**config.mk**
```make
export PLATFORM = sky130hd
export DESIGN_NAME = fdsp_slice
export DESIGN_NICKNAME = d
export VERILOG_FILES = /design/src/rtl/fdsp_pkg.sv /design/src/rtl/fdsp_mul_lane.sv /design/src/rtl/fdsp_lanes.sv /design/src/rtl/fdsp_outstage.sv /design/src/rtl/fdsp_slice.sv
export SDC_FILE = /design/constraint.sdc
export NUM_CORES = 2
export LEC_CHECK = 0
export ABC_AREA = 1
export BUFFER_PORTS_ARGS = -buffer_cell sky130_fd_sc_hd__clkbuf_2
export CORE_ASPECT_RATIO = 1.5
export CORE_UTILIZATION = 50
export DETAILED_ROUTE_END_ITERATION = 12
export MAX_ROUTING_LAYER = met4
export PLACE_DENSITY = 0.66
export SLEW_MARGIN = 5
export SYNTH_ARGS = -nofsm -noshare
export SYNTH_HDL_FRONTEND = slang
export SYNTH_HIERARCHICAL = 1
export SYNTH_SLANG_ARGS = --single-unit
export TNS_END_PERCENT = 30
```
**constraint.sdc**
```tcl
create_clock -name clk -period 12.93 [get_ports clk]
set_input_delay 1.9395 -clock clk [delete_from_list [all_inputs] [get_ports clk]]
set_output_delay 1.9395 -clock clk [all_outputs]
set_load 0.02 [all_outputs]
```
**src/rtl/fdsp_pkg.sv**
```systemverilog
`timescale 1ns/1ps
package fdsp_pkg;
    localparam int OPND_W  = 36;
    localparam int LANES_W = 2 * OPND_W;
    localparam int ACC_W   = 44;
    localparam int INT_W   = ACC_W + 2;
    localparam int RPOS_W  = 5;
    localparam int SCAN_W  = OPND_W / 2;
    localparam int MODE_W  = 3;

    typedef enum logic [MODE_W-1:0] {
        M_IND9  = 3'd0,
        M_IND12 = 3'd1,
        M_IND18 = 3'd2,
        M_SOP2  = 3'd3,
        M_SOP4  = 3'd4
    } mode_e;

    typedef struct packed {
        logic              valid;
        logic [MODE_W-1:0] mode;
        logic              sub;
        logic              acc;
        logic              chain;
        logic              rnd;
        logic [RPOS_W-1:0] rpos;
        logic              sat;
    } ctl_t;

    function automatic logic is_sop(logic [MODE_W-1:0] m);
        return (m == M_SOP2) || (m == M_SOP4);
    endfunction

    // half-up rounding: add half an LSB of the kept part, then floor
    function automatic logic signed [INT_W-1:0] round_half_up(
        logic signed [INT_W-1:0] v, logic en, logic [RPOS_W-1:0] pos);
        logic signed [INT_W-1:0] half;
        logic signed [INT_W-1:0] keep;
        if (!en || pos == '0) return v;
        half = '0;
        half[pos - 1'b1] = 1'b1;
        keep = '1;
        keep = keep << pos;
        return (v + half) & keep;
    endfunction

    function automatic logic [ACC_W-1:0] sat_clip(logic signed [INT_W-1:0] v, logic en);
        logic [INT_W-ACC_W:0] top;
        top = v[INT_W-1:ACC_W-1];
        if (!en || (&top) || !(|top)) return v[ACC_W-1:0];
        if (v[INT_W-1]) return {1'b1, {(ACC_W-1){1'b0}}};
        return {1'b0, {(ACC_W-1){1'b1}}};
    endfunction
endpackage

```
**src/rtl/fdsp_mul_lane.sv**
```systemverilog
`timescale 1ns/1ps
module fdsp_mul_lane #(
    parameter int W = 9
) (
    input  logic           sgn,
    input  logic [W-1:0]   x,
    input  logic [W-1:0]   y,
    output logic [2*W-1:0] p
);
    logic signed [W:0] xe;
    logic signed [W:0] ye;

    assign xe = {sgn & x[W-1], x};
    assign ye = {sgn & y[W-1], y};
    // a WxW product of either signedness fits in 2W bits
    assign p  = (2*W)'(xe * ye);
endmodule

```
**src/rtl/fdsp_lanes.sv**
```systemverilog
`timescale 1ns/1ps
module fdsp_lanes
    import fdsp_pkg::*;
(
    input  logic                    sgn,
    input  logic [MODE_W-1:0]       mode,
    input  logic [OPND_W-1:0]       a,
    input  logic [OPND_W-1:0]       b,
    output logic [LANES_W-1:0]      lanes,
    output logic signed [INT_W-1:0] sop
);
    localparam int W9  = OPND_W / 4;
    localparam int W12 = OPND_W / 3;
    localparam int W18 = OPND_W / 2;

    logic [LANES_W-1:0]      pk9, pk12, pk18;
    logic signed [INT_W-1:0] e9  [4];
    logic signed [INT_W-1:0] e18 [2];

    for (genvar g = 0; g < 4; g++) begin : g_n9
        logic [2*W9-1:0] p;
        fdsp_mul_lane #(.W(W9)) u_lane (
            .sgn(sgn), .x(a[g*W9 +: W9]), .y(b[g*W9 +: W9]), .p(p));
        assign pk9[g*2*W9 +: 2*W9] = p;
        assign e9[g] = {{(INT_W-2*W9){sgn & p[2*W9-1]}}, p};
    end

    for (genvar g = 0; g < 3; g++) begin : g_n12
        logic [2*W12-1:0] p;
        fdsp_mul_lane #(.W(W12)) u_lane (
            .sgn(sgn), .x(a[g*W12 +: W12]), .y(b[g*W12 +: W12]), .p(p));
        assign pk12[g*2*W12 +: 2*W12] = p;
    end

    for (genvar g = 0; g < 2; g++) begin : g_n18
        logic [2*W18-1:0] p;
        fdsp_mul_lane #(.W(W18)) u_lane (
            .sgn(sgn), .x(a[g*W18 +: W18]), .y(b[g*W18 +: W18]), .p(p));
        assign pk18[g*2*W18 +: 2*W18] = p;
        assign e18[g] = {{(INT_W-2*W18){sgn & p[2*W18-1]}}, p};
    end

    always_comb begin
        lanes = '0;
        sop   = '0;
        case (mode)
            M_IND9:  lanes = pk9;
            M_IND12: lanes = pk12;
            M_IND18: lanes = pk18;
            M_SOP2:  sop   = e18[0] + e18[1];
            M_SOP4:  sop   = e9[0] + e9[1] + e9[2] + e9[3];
            default: ;
        endcase
    end
endmodule

```
**src/rtl/fdsp_outstage.sv**
```systemverilog
`timescale 1ns/1ps
module fdsp_outstage
    import fdsp_pkg::*;
(
    input  logic                    clk,
    input  logic                    rst,
    input  logic                    clr,
    input  ctl_t                    ctl,
    input  logic [LANES_W-1:0]      lanes_in,
    input  logic signed [INT_W-1:0] sop_in,
    input  logic [ACC_W-1:0]        cas_in,
    output logic                    out_valid,
    output logic [LANES_W-1:0]      lanes_o,
    output logic [ACC_W-1:0]        sum_o
);
    logic signed [INT_W-1:0] acc_t, cas_t, tot, rnd_v;
    logic [ACC_W-1:0]        res;

    always_comb begin
        acc_t = ctl.acc   ? {{(INT_W-ACC_W){sum_o[ACC_W-1]}}, sum_o}   : '0;
        cas_t = ctl.chain ? {{(INT_W-ACC_W){cas_in[ACC_W-1]}}, cas_in} : '0;
        tot   = acc_t + cas_t + (ctl.sub ? -sop_in : sop_in);
        rnd_v = round_half_up(tot, ctl.rnd, ctl.rpos);
        res   = sat_clip(rnd_v, ctl.sat);
    end

    always_ff @(posedge clk) begin
        if (rst) begin
            out_valid <= 1'b0;
            lanes_o   <= '0;
            sum_o     <= '0;
        end else begin
            out_valid <= ctl.valid;
            if (ctl.valid) begin
                lanes_o <= lanes_in;
                sum_o   <= is_sop(ctl.mode) ? res : '0;
            end
            if (clr) sum_o <= '0;
        end
    end
endmodule

```
**src/rtl/fdsp_slice.sv**
```systemverilog
`timescale 1ns/1ps
module fdsp_slice
    import fdsp_pkg::*;
(
    input  logic                clk,
    input  logic                rst,
    input  logic                in_valid,
    input  logic [MODE_W-1:0]   mode,
    input  logic                is_signed,
    input  logic                sub_en,
    input  logic                acc_en,
    input  logic                chain_en,
    input  logic                rnd_en,
    input  logic [RPOS_W-1:0]   rnd_pos,
    input  logic                sat_en,
    input  logic                clr,
    input  logic                scan_sel,
    input  logic [OPND_W-1:0]   a_in,
    input  logic [OPND_W-1:0]   b_in,
    input  logic [SCAN_W-1:0]   scan_in,
    input  logic [ACC_W-1:0]    cas_in,
    output logic                out_valid,
    output logic [LANES_W-1:0]  lanes_o,
    output logic [ACC_W-1:0]    sum_o,
    output logic [SCAN_W-1:0]   scan_out
);
    // stage 1: operand and control capture
    logic [OPND_W-1:0] a_q, b_q;
    logic              sgn_q;
    ctl_t              ctl1;

    always_ff @(posedge clk) begin
        if (rst) begin
            a_q   <= '0;
            b_q   <= '0;
            sgn_q <= 1'b0;
            ctl1  <= '0;
        end else begin
            a_q   <= {a_in[OPND_W-1:SCAN_W], scan_sel ? scan_in : a_in[SCAN_W-1:0]};
            b_q   <= b_in;
            sgn_q <= is_signed;
            ctl1  <= '{valid: in_valid, mode: mode, sub: sub_en, acc: acc_en,
                       chain: chain_en, rnd: rnd_en, rpos: rnd_pos, sat: sat_en};
        end
    end

    assign scan_out = a_q[SCAN_W-1:0];

    // stage 2: lane products and sum of products
    logic [LANES_W-1:0]      lanes_c, lanes_q;
    logic signed [INT_W-1:0] sop_c, sop_q;
    ctl_t                    ctl2;

    fdsp_lanes u_lanes (
        .sgn(sgn_q), .mode(ctl1.mode), .a(a_q), .b(b_q),
        .lanes(lanes_c), .sop(sop_c));

    always_ff @(posedge clk) begin
        if (rst) begin
            lanes_q <= '0;
            sop_q   <= '0;
            ctl2    <= '0;
        end else begin
            lanes_q <= lanes_c;
            sop_q   <= sop_c;
            ctl2    <= ctl1;
        end
    end

    // stage 3: accumulate, chain, round, saturate
    fdsp_outstage u_out (
        .clk(clk), .rst(rst), .clr(clr), .ctl(ctl2),
        .lanes_in(lanes_q), .sop_in(sop_q), .cas_in(cas_in),
        .out_valid(out_valid), .lanes_o(lanes_o), .sum_o(sum_o));
endmodule

```
# Word-level counts from Yosys, hierarchy flattened
# Cells that the tools add are included.
dict set report op_classes {
  shifts 1
  n_mul 9
  n_mux 19
  n_addsub 9
  magnitude_cmp 2
  bitwise 19
  n_reduce_logical 13
  eq_ne 6
}
# cell n
set ops {}
lappend ops {{$mux W46} 5}
lappend ops {{$mux W44} 5}
lappend ops {{$pmux W72 S3} 1}
lappend ops {{$add A46 B46 Y46} 2}
lappend ops {{$pmux W46 S2} 1}
lappend ops {{$mul A10 B10 Y18} 4}
lappend ops {{$mul A13 B13 Y24} 3}
lappend ops {{$mul A19 B19 Y36} 2}
lappend ops {{$add A46 B19 Y46} 1}
lappend ops {{$add A46 B33 Y46} 1}
lappend ops {{$and A46 B46 Y46} 1}
lappend ops {{$neg A46 Y46} 1}
lappend ops {{$shl A46 B5 Y46 const A} 1}
lappend ops {{$add A37 B37 Y38} 1}
lappend ops {{$add A20 B19 Y21} 1}
lappend ops {{$add A19 B19 Y20} 1}
lappend ops {{$and A1 B1 Y1} 18}
lappend ops {{$mux W18} 1}
lappend ops {{$eq A3 B2 Y1 const B} 3}
lappend ops {{$lt A5 B7 Y1 const B} 1}
lappend ops {{$eq A3 B3 Y1 const B} 2}
lappend ops {{$demux W1 S5} 1}
lappend ops {{$ge A5 B1 Y1 const B} 1}
lappend ops {{$logic_not A5 Y1} 1}
lappend ops {{10 further kinds} 19}
dict set report word_totals {
  in_bits 153
  output_inout_bits 135
  ff_bits 336
  wordCells 102
}

# Longest topological paths before layout
dict set report logic_depth {
  depth_word 16
  ltp_mapped 45
  mapped_depth_nobuf 44
}

# By module
# Netlist, hierarchy kept.
# mod cells_each area_per_inst_um2 seq_area_each_um2 instances
set modules_own_cells {}
lappend modules_own_cells {{fdsp_mul_lane at u_lanes.g_n18[0].u_lane ...} 1840 14009.7 0.0 2}
lappend modules_own_cells {{fdsp_mul_lane at u_lanes.g_n12[0].u_lane ...} 867 6565.0 0.0 3}
lappend modules_own_cells {fdsp_outstage 2306 13585.5 2342.2 1}
lappend modules_own_cells {{fdsp_mul_lane at u_lanes.g_n9[1].u_lane ...} 522 3868.7 0.0 3}
lappend modules_own_cells {fdsp_lanes 1241 6671.4 0.0 1}
lappend modules_own_cells {fdsp_slice 757 6650.1 4384.2 1}
lappend modules_own_cells {{fdsp_mul_lane at u_lanes.g_n9[0].u_lane} 539 3935.0 0.0 1}

# Worst setup path before layout
# OpenSTA, ideal clock, no wires.
dict set report synth_path {
  kind {register to register}
  start {register sgn_q}
  end {register sop_q[45]}
  slack_ns 4.696
  synth_period_minus_slack_ns 8.234
  setup_time_ns 0.117
  arrival_ns 8.117
  required_ns 12.813
  path_stages_with_launch 35
  path_buffers 2
  path_cell_list {dfxtp_1 > nand2_1 > inv_1 > buf_2 > nand2_1 > fa_1 > fa_1 > inv_1 > fa_1 > fa_1 > fa_1 > inv_1 > fa_1 > inv_1 > ha_1 > ha_1 > a21oi_1 > o21ai_0 > o21bai_1 > a21oi_1 > nand2_1 > nand2_1 > nand2_1 > ha_1 > a21oi_1 > nor2_1 > o21ai_0 > nand2_1 > a21oi_1 > nand3_1 > nand3_1 > nand2_1 > buf_4 > inv_1 > nor2_1}
}
dict set report synth_between {
  word_cells_on_any_way 25
  classes_between {add/sub (4); mul (6); mux (1); bitwise (14)}
}
# element line
set synth_rtl {}
lappend synth_rtl {{start: declaration} fdsp_slice.sv:29} ;# logic sgn_q;
lappend synth_rtl {{start signal: assignment} fdsp_slice.sv:41} ;# sgn_q <= is_signed;
lappend synth_rtl {{$and A1 B1 Y1, on equally long branches} {fdsp_mul_lane.sv:13, fdsp_mul_lane.sv:14}}
lappend synth_rtl {{$mul A19 B19 Y36 (*)} fdsp_mul_lane.sv:16} ;# assign p = (2*W)'(xe * ye);
lappend synth_rtl {{named net u_lanes.g_n18[0].p[30]} fdsp_lanes.sv:36} ;# logic [2*W18-1:0] p;
lappend synth_rtl {{$add A37 B37 Y38 (*)} fdsp_lanes.sv:50} ;# M_SOP2: sop = e18[0] + e18[1];
lappend synth_rtl {{$pmux W46 S2 (*)} fdsp_lanes.sv:46} ;# case (mode)
lappend synth_rtl {{named net sop_c[45]} fdsp_slice.sv:51} ;# logic signed [INT_W-1:0] sop_c, sop_q;
lappend synth_rtl {{end signal: assignment} fdsp_slice.sv:65} ;# sop_q <= sop_c;
lappend synth_rtl {{end: declaration} fdsp_slice.sv:51}
# The timed path passes the listed nets; every way through them passes the cells marked *.
# A chain may end at the register's enable or synchronous reset.

# Final worst setup path
dict set report layout_path {
  start {register sgn_q}
  end {register sop_q[33]}
}
# The elaborated chain is that of the path after synthesis.

==> out/results.txt <==
Status: finished clean
Reg clk slew, reported paths: 0.08 ns
GPL Wtd Cong: 1.02
VDD IR max: 0.000230 V
Most used DFF post-synth: dfxtp_1
Arr. time, crit path: 10.03 ns
Setup bufs post-CTS: 0
ANT nets after route: 0
Syn_area_per_cell: 7.11 um^2
Pin count of the biggest net entering global routing: 79
Yosys top cell area share: 35.1%
GRT Resource Usage Total: 34.9%
1st-iter DRT viols: 5321
Drt first pass iters: 6
Antenna violations before repair: 7
Via count: 79100
Global-route wire length before repair: 474000 um
Cell family with most CP delay: adder cells
CTS tree: built
Design Area, Final: 94800 um^2
Clk sinks: 336
TritonCTS buffer count: 43
Max Transition Viols Final: 0
CTS resizes: 0
Hold_buf cts: 0
Setup-failing EPs final: 0
DRC viols: 0
Async SR Flop Fraction: 0%
Max_cap viols: 0
Synth unique cells: 66
Port-buffer cells: 287
CP bufs+invs: 7
Drt total wl: 303000 um
Die W: 349 um
FF+latch area: 6800 um^2
Syn nets: 15100
Ys Warns: 6
Placed inst area: 93300 um^2
Area of the core: 179000 um^2
Die area: 182000 um^2
Clk Latency, worst-skew pair: 0.66 ns
Worst slew pin tran: 1.13 ns
CP Data Required Time: 13.49 ns
Final Power: 12.5 mW
List of most frequent post-synthesis cells: inv_1 (3441), nand2_1 (3363), fa_1 (1581)
Count leader, synth: inv_1
Flops & latches, synth: 336
Maximum clock frequency: 0.106 GHz
Multi-input logic area: 68300 um^2
Crit start category: flip-flop
Min cycle time layout: 9.48 ns
RSZ-0062 raised after global routing: no
Hold Fails Final Rpt: 0
Pwr dens: 131 nW/um^2
Hpwl dp: 246000 um
Initial Util: 50.4%
Nets: 15100
Max incr delay on CP: 0.66 ns
Final Skew: 0.0426 ns
Netlist Area Pre-Place: 90200 um^2
Row count: 190
Total grt overflow: 0
Worst setup EP type: flip-flop
Hold WC Path Type: flip-flop to flip-flop
Synth Instances: 12700
Share of cells above drive strength 1: 6.13%
Ports: 288
Post-synth top area cell: fa_1
Fillcell total: 18000
Die Height: 522 um
Crit path top cell by count: fa_1
Crit path max-delay cell type: dfxtp_4
Clock tree buffer depth: 3
DR vias/cell: 5.24
Register area share after synthesis: 7.46%
Slew headroom: 24.0%
Vias in the first global route: 84500
Area grow syn2layout: 5.09%
Post-synth EDFFs: 0
Setup TNS: 0 ns
Drt wl/cell: 20.1 um
Leak Pwr: 56.6 nW
Synth top area cells: fa_1 (35%), inv_1 (14%), nand2_1 (14%)
Min Hold Slack: 0.404 ns
Root buffer cell: clkbuf_16
Crit Path Max Fanout: 19
Critical path type: flip-flop to flip-flop
Crit share post-route: 73.3%
H-Tree Level Count: 2
## sequential cells by signal (all words and copies together) (netlist names)
| register | count |
|---|---|
| ctl1 | 14 |
| sgn_q | 1 |
| b_q | 36 |
| u_out/out_valid | 1 |
| u_out/sum_o | 44 |
| a_q | 36 |
| lanes_q | 72 |
| u_out/lanes_o | 72 |
| ctl2 | 14 |
| sop_q | 46 |
## final timing paths
kind	from	end	slack [ns]	depth (start not counted)
setup / recovery	sgn_q	sop_q[33]	3.45	35
hold / removal	ctl1[0]	ctl2[0]	0.40	2
setup reg to reg	sgn_q	sop_q[33]	3.45	35
hold reg to reg	ctl1[0]	ctl2[0]	0.40	2
## where the power goes
part | leakage, nW | internal (mW) | switching (mW) | total (mW)
clock | 0.690 | 0.710 | 0.571 | 1.28
sequential | 2.77 | 1.13 | 0.0964 | 1.23
combinational | 53.2 | 2.98 | 6.96 | 9.94
## worst reg2reg max path: cells and delay by family, from the launching register on
| kind | cells | cell delay (ns) |
|---|---|---|
| buf+inv | 7 | 0.75 |
| fa+ha+maj | 9 | 4.25 |
| xor+xnor | 1 | 0.60 |
| simple gates | 17 | 2.69 |
| flops | 1 | 0.66 |
| compound gates | 1 | 0.42 |
## cell usage in the layout, fill, tap and decap left out, types with 9 or more instances in the layout
| cell | n |
|---|---|
| inv_1 | 3440 |
| nand2_2 | 69 |
| xor2_1 | 185 |
| nor3_1 | 31 |
| o21bai_1 | 34 |
| buf_4 | 93 |
| dfxtp_2 | 57 |
| o211ai_1 | 72 |
| nand3b_1 | 25 |
| inv_2 | 41 |
| a31oi_1 | 10 |
| a21oi_2 | 19 |
| nand3_2 | 16 |
| xnor2_1 | 82 |
| clkbuf_2 | 286 |
| nor2_1 | 949 |
| or2_2 | 38 |
| nand2_1 | 3362 |
| nor3_2 | 14 |
| nand4_1 | 69 |
| fa_1 | 1581 |
| ha_1 | 723 |
| a21oi_1 | 365 |
| nor4_1 | 15 |
| or2_1 | 11 |
| nor2_2 | 26 |
| nand3_1 | 344 |
| clkbuf_16 | 43 |
| a21o_1 | 21 |
| o21ai_0 | 238 |
| nand2_4 | 9 |
| o21ai_1 | 20 |
| dfxtp_1 | 278 |
## through the flow
step           std cells  utilization (%)  worst slack (ns)
2_1_floorplan      12700                -              4.70
3_3_place_gp       15000             52.2              3.46
3_5_place_dp       15000             52.2              3.42
4_1_cts            15100             53.0              3.44
5_1_grt            15100             53.0              2.96
6_report           15100             53.0              3.45
## cell type report
cell class	count	share of cell area [%]
Antenna cell	3	0.00792
Clock buffer	52	1.22
Clock inverter	21	0.280
Inverter	3492	13.8
Multi-Input combinational cell	8414	72.0
Sequential cell	336	7.18
Tap cell	2400	3.17
Timing Repair Buffer	380	2.26
## layer usage
metal / wire [um] / global-route usage [%] / vias up
li1: - / - / 36600
met1: 114000 / 39.0 / 38800
met2: 155000 / 61.8 / 2877
met3: 16800 / 3.72 / 837
met4: 17600 / 17.2 / 0
met5: 0 / - / -
## kinds of logic after synthesis
| kind of cell | Yosys count | share of synthesized area (%) |
|---|---|---|
| flops | 336 | 7.46 |
| simple gates | 5008 | 22.6 |
| fa+ha+maj | 2304 | 45.1 |
| mux | 1 | 0.0111 |
| buf+inv | 3940 | 16.9 |
| compound gates | 834 | 5.30 |
| xor+xnor | 267 | 2.59 |
Note: power is estimated with default switching activity, not from simulation.
